### config.mk
export PLATFORM = sky130hd
export DESIGN_NAME = serial_token_rx
export DESIGN_NICKNAME = d
export VERILOG_FILES = /design/src/rtl/srx_pkg.sv /design/src/rtl/srx_sync.sv /design/src/rtl/srx_assembler.sv /design/src/rtl/serial_token_rx.sv
export SDC_FILE = /design/constraint.sdc
export NUM_CORES = 1
export LEC_CHECK = 0
export BUFFER_PORTS_ARGS = -buffer_cell sky130_fd_sc_hd__buf_2
export CAP_MARGIN = 10
export CELL_PAD_IN_SITES_DETAIL_PLACEMENT = 1
export CELL_PAD_IN_SITES_GLOBAL_PLACEMENT = 1
export CORE_MARGIN = 2
export CORE_UTILIZATION = 30
export DETAILED_ROUTE_END_ITERATION = 10
export PLACE_DENSITY_LB_ADDON = 0.1
export SLEW_MARGIN = 20
export SYNTH_ARGS = -nofsm -noshare
export SYNTH_HDL_FRONTEND = slang
export SYNTH_HIERARCHICAL = 1
export SYNTH_SLANG_ARGS = --single-unit
### constraint.sdc
create_clock -name clk -period 4.36 [get_ports clk]
set_clock_uncertainty 0.1 [all_clocks]
set_input_delay 0.654 -clock clk [delete_from_list [all_inputs] [get_ports clk]]
set_output_delay 0.654 -clock clk [all_outputs]
set_load 0.01 [all_outputs]
### src/rtl/srx_pkg.sv
package srx_pkg;
    localparam int unsigned TOKEN_W     = 8;
    localparam int unsigned SYNC_STAGES = 2;
    localparam int unsigned PIN_W       = 5;

    // bit positions inside the synchronized pin vector
    localparam int unsigned PIN_SCK  = 0;
    localparam int unsigned PIN_SDI  = 1;
    localparam int unsigned PIN_CD   = 2;
    localparam int unsigned PIN_SEL0 = 3;
    localparam int unsigned PIN_SEL1 = 4;

    // reset value: select-0 high, everything else low (deselected, clock idle)
    localparam logic [PIN_W-1:0] PIN_RST = PIN_W'(1) << PIN_SEL0;
endpackage

### src/rtl/srx_sync.sv
module srx_sync #(
    parameter int unsigned WIDTH  = 5,
    parameter int unsigned STAGES = 2,
    parameter logic [WIDTH-1:0] RST_VAL = '0
) (
    input  logic             clk,
    input  logic             rst_n,
    input  logic [WIDTH-1:0] async_i,
    output logic [WIDTH-1:0] sync_o
);
    logic [WIDTH-1:0] stage_d [STAGES];
    logic [WIDTH-1:0] stage_q [STAGES];

    always_comb begin
        stage_d[0] = async_i;
        for (int s = 1; s < STAGES; s++) begin
            stage_d[s] = stage_q[s-1];
        end
    end

    always_ff @(posedge clk or negedge rst_n) begin
        if (!rst_n) begin
            for (int s = 0; s < STAGES; s++) stage_q[s] <= RST_VAL;
        end else begin
            for (int s = 0; s < STAGES; s++) stage_q[s] <= stage_d[s];
        end
    end

    assign sync_o = stage_q[STAGES-1];
endmodule

### src/rtl/srx_assembler.sv
module srx_assembler #(
    parameter int unsigned W = 8
) (
    input  logic         clk,
    input  logic         rst_n,
    input  logic         sel_i,
    input  logic         sck_i,
    input  logic         sdi_i,
    input  logic         cd_i,
    output logic         cmd_valid_o,
    output logic [W-1:0] cmd_byte_o,
    output logic         data_valid_o,
    output logic [W-1:0] data_byte_o,
    output logic [$clog2(W)-1:0] bit_cnt_o
);
    localparam int unsigned CNT_W = $clog2(W);
    localparam logic [CNT_W-1:0] LAST = CNT_W'(W - 1);

    typedef struct packed {
        logic [W-1:0]     shreg;
        logic [CNT_W-1:0] cnt;
        logic             cd_flag;
        logic             sck_prev;
        logic             cmd_valid;
        logic [W-1:0]     cmd_byte;
        logic             data_valid;
        logic [W-1:0]     data_byte;
    } asm_state_t;

    asm_state_t st_d, st_q;
    logic       rise;
    logic [W-1:0] assembled;

    always_comb begin
        st_d            = st_q;
        st_d.cmd_valid  = 1'b0;
        st_d.data_valid = 1'b0;
        st_d.sck_prev   = sck_i;
        rise            = sck_i & ~st_q.sck_prev;
        assembled       = {st_q.shreg[W-2:0], sdi_i};
        if (!sel_i) begin
            st_d.cnt = '0;
        end else begin
            // type is tracked only during the low phase ahead of the last bit
            if (!sck_i && st_q.cnt == LAST) begin
                st_d.cd_flag = cd_i;
            end
            if (rise) begin
                st_d.shreg = assembled;
                if (st_q.cnt == LAST) begin
                    st_d.cnt = '0;
                    if (st_q.cd_flag) begin
                        st_d.data_valid = 1'b1;
                        st_d.data_byte  = assembled;
                    end else begin
                        st_d.cmd_valid = 1'b1;
                        st_d.cmd_byte  = assembled;
                    end
                end else begin
                    st_d.cnt = st_q.cnt + 1'b1;
                end
            end
        end
    end

    always_ff @(posedge clk or negedge rst_n) begin
        if (!rst_n) st_q <= '0;
        else        st_q <= st_d;
    end

    assign cmd_valid_o  = st_q.cmd_valid;
    assign cmd_byte_o   = st_q.cmd_byte;
    assign data_valid_o = st_q.data_valid;
    assign data_byte_o  = st_q.data_byte;
    assign bit_cnt_o    = st_q.cnt;
endmodule

### src/rtl/serial_token_rx.sv
module serial_token_rx
    import srx_pkg::*;
#(
    parameter int unsigned TW = TOKEN_W,
    parameter int unsigned SYNC_N = SYNC_STAGES
) (
    input  logic          clk,
    input  logic          rst_n,
    input  logic          sel0_i,
    input  logic          sel1_i,
    input  logic          sck_i,
    input  logic          sdi_i,
    input  logic          cd_i,
    output logic          cmd_valid_o,
    output logic [TW-1:0] cmd_byte_o,
    output logic          data_valid_o,
    output logic [TW-1:0] data_byte_o
);
    localparam int unsigned CNT_W = $clog2(TW);

    logic [PIN_W-1:0] pins_raw;
    logic [PIN_W-1:0] pins_s;
    logic             sel_s;
    logic [CNT_W-1:0] bit_cnt;

    always_comb begin
        pins_raw           = '0;
        pins_raw[PIN_SCK]  = sck_i;
        pins_raw[PIN_SDI]  = sdi_i;
        pins_raw[PIN_CD]   = cd_i;
        pins_raw[PIN_SEL0] = sel0_i;
        pins_raw[PIN_SEL1] = sel1_i;
    end

    srx_sync #(
        .WIDTH  (PIN_W),
        .STAGES (SYNC_N),
        .RST_VAL(PIN_RST)
    ) sync_i (
        .clk    (clk),
        .rst_n  (rst_n),
        .async_i(pins_raw),
        .sync_o (pins_s)
    );

    assign sel_s = ~pins_s[PIN_SEL0] & pins_s[PIN_SEL1];

    srx_assembler #(.W(TW)) asm_i (
        .clk         (clk),
        .rst_n       (rst_n),
        .sel_i       (sel_s),
        .sck_i       (pins_s[PIN_SCK]),
        .sdi_i       (pins_s[PIN_SDI]),
        .cd_i        (pins_s[PIN_CD]),
        .cmd_valid_o (cmd_valid_o),
        .cmd_byte_o  (cmd_byte_o),
        .data_valid_o(data_valid_o),
        .data_byte_o (data_byte_o),
        .bit_cnt_o   (bit_cnt)
    );
endmodule

==> flow_summary.toml <==
[synth]
synth.avg_cell_area_um2 = 15.8
postSynthCellCount = 102
synth.net_count = 112
netlist_area_um2 = 1610
synth_warnings = 6

[drt]
via_count = 782
dr.first_iter.drc_count = 12
routed_via_density = 4.20
dr.pass1.iters = 2
drc_errors = 0
wl_mm = 2.35
wl_per_cell_um = 12.6
antenna_left = 0

[timing]
min_period_ns = 2.11
drv_slew = 0
rsz0062_at_grt = "false"
final.period_utilization_pct = 48.3
final.setup.tns_ns = 0
hold_violations = 0
relSlewSlack_pct = 42.7
setup_viol = 0
max_freq_ghz = 0.475
worst_pin_slew_ns = 0.860
hold-worst-slack_ns = 0.249

[cts]
cts_buffers = 5
clk_latency_ns = 0.29
cts-root-buf = "clkbuf_8"
cts_resized = 0
tritoncts = "built"
ctsHoldBuffers = 0
postCtsSetupBuffers = 0
clockBufferDepth = 2
cts.sinks = 40
htreeDepth = 2
path_clk_slew_ns = 0.07

[worst_setup_path]
required_ns = 4.44
critPathMaxStageDelay_ns = 0.57
worstSetupPathType = "reg2reg"
crit_fanout = 10
crit_chain = "nor2b_4 -> nand3b_1 -> or2_1 -> mux2_4"
crit_slowest_cell = "or2_1"
worst_setup_path_start_kind = "flip-flop"
end_kind = "flip-flop"
arrival_ns = 2.19

[power_and_ir_drop]
comb_power_share_pct = 4.0
seqPwrFrac_pct = 53.5
p_leak_nw = 0.961
p_int_mw = 0.614
peakVddDrop_mv = 0.165
clock_power_share_pct = 42.5
swShare_pct = 20.5
p_per_area_nw_per_um2 = 428
switchingPower_mw = 0.158

[global_route]
grt_pass1_vias = 845
grt.met1_usage_pct = 11.0
overflow = 0
antenna_found_initial = 0
grt_max_degree = 41
grtUsageMet2_pct = 14.4
grt_util_met3_pct = 4.24
grt_pass1_wl_mm = 4.22
top_usage_layer = "met2"
track_usage_pct = 9.46

[floorplan]
start_util_pct = 31.4
dieArea_um2 = 5970
die_y_um = 77.3
die_x_um = 77.3
core-area_um2 = 5140
ios = 25
rows = 26

[flow_run]
drv_cap = 0

[finish]
area_growth_pct = 11.9
nets = 125
register_area_um2 = 1000
drive_above_1_share_pct = 51.7
fillers = 568
multi_input_area_um2 = 462
antenna_cells = 0

[placed_design]
io_buffer_count = 24
place_congestion = 0.632
dp_hpwl_mm = 1.60

[worst_hold_path]
hold_path_class = "reg2reg"

[status]
status = "finished clean"
stage by stage:
stage	utilization (%)	cells	power [mW]	setup WS [ns]	area [um2]
CTS	35.1	186	0.783	2.20	1800
floorplan	-	102	0.434	2.73	1610
finish	35.1	186	0.771	2.25	1800
global placement	32.6	178	0.452	2.25	1680
detailed placement	32.6	178	0.453	2.20	1680
global route	35.1	186	0.809	2.12	1800
state kept, by name, indices dropped and copies added, names as in the netlist:
register and count:
asm_i/cmd_byte_o 8, asm_i/data_byte_o 8, asm_i/assembled 7, sync_i/stage_d 5, sync_i/sync_o 5, asm_i/bit_cnt_o 3
asm_i/st_q 2, asm_i/cmd_valid_o 1, asm_i/data_valid_o 1
worst max-delay path: cells and delay by family, from the launching register on:
family,cells,cell delay (ns)
AND/OR/NAND/NOR,3,0.99
multiplexers,1,0.35
flip-flops,1,0.54
power groups by stage:
stage          combinational [mW]  clock [mW]  sequential (mW)
5_1_grt                    0.0366       0.355            0.418
2_1_floorplan              0.0212           0            0.413
4_1_cts                    0.0325       0.338            0.413
3_3_place_gp               0.0318           0            0.420
3_5_place_dp               0.0323           0            0.421
6_report                   0.0312       0.328            0.413
layer usage:
metal	up-vias	wire [um]
met2	20	1130
met4	0	65
met3	6	141
met5	-	0
met1	408	1010
li1	348	-
worst paths after layout:
check | cells after the start | startpoint | end | slack, ns
max | 4 | sync_i/sync_o[3] | asm_i/data_byte_o[1] | 2.25
min | 0 | sync_i/stage_d[4] | sync_i/sync_o[4] | 0.25
max in group asynchronous | 1 | rst_n | sync_i/sync_o[1] | 3.26
min in group asynchronous | 1 | rst_n | asm_i/data_byte_o[7] | 0.37
min reg2reg | 0 | sync_i/stage_d[4] | sync_i/sync_o[4] | 0.25
max reg2reg | 4 | sync_i/sync_o[3] | asm_i/data_byte_o[1] | 2.25
final cells by class:
type,instances,area share [%]
sequential,40,55.7
multi-input combinational,43,25.6
timing repair buffer,24,6.66
clock buffer,7,5.34
tap,70,4.86
clock inverter,1,1.67
inverter,1,0.208
cells in the final DEF (no fill, tap or decap), types with 2 or more instances in the layout:
master and instances:
buf_2 24, dfrtp_1 38, nand2_1 2, mux2_2 16, dfstp_2 2, ha_1 3, clkbuf_8 7, nor2b_1 3
mux2_4 8, nor2_1 2, mux2i_1 3
Note: power is estimated with default switching activity, not from simulation.
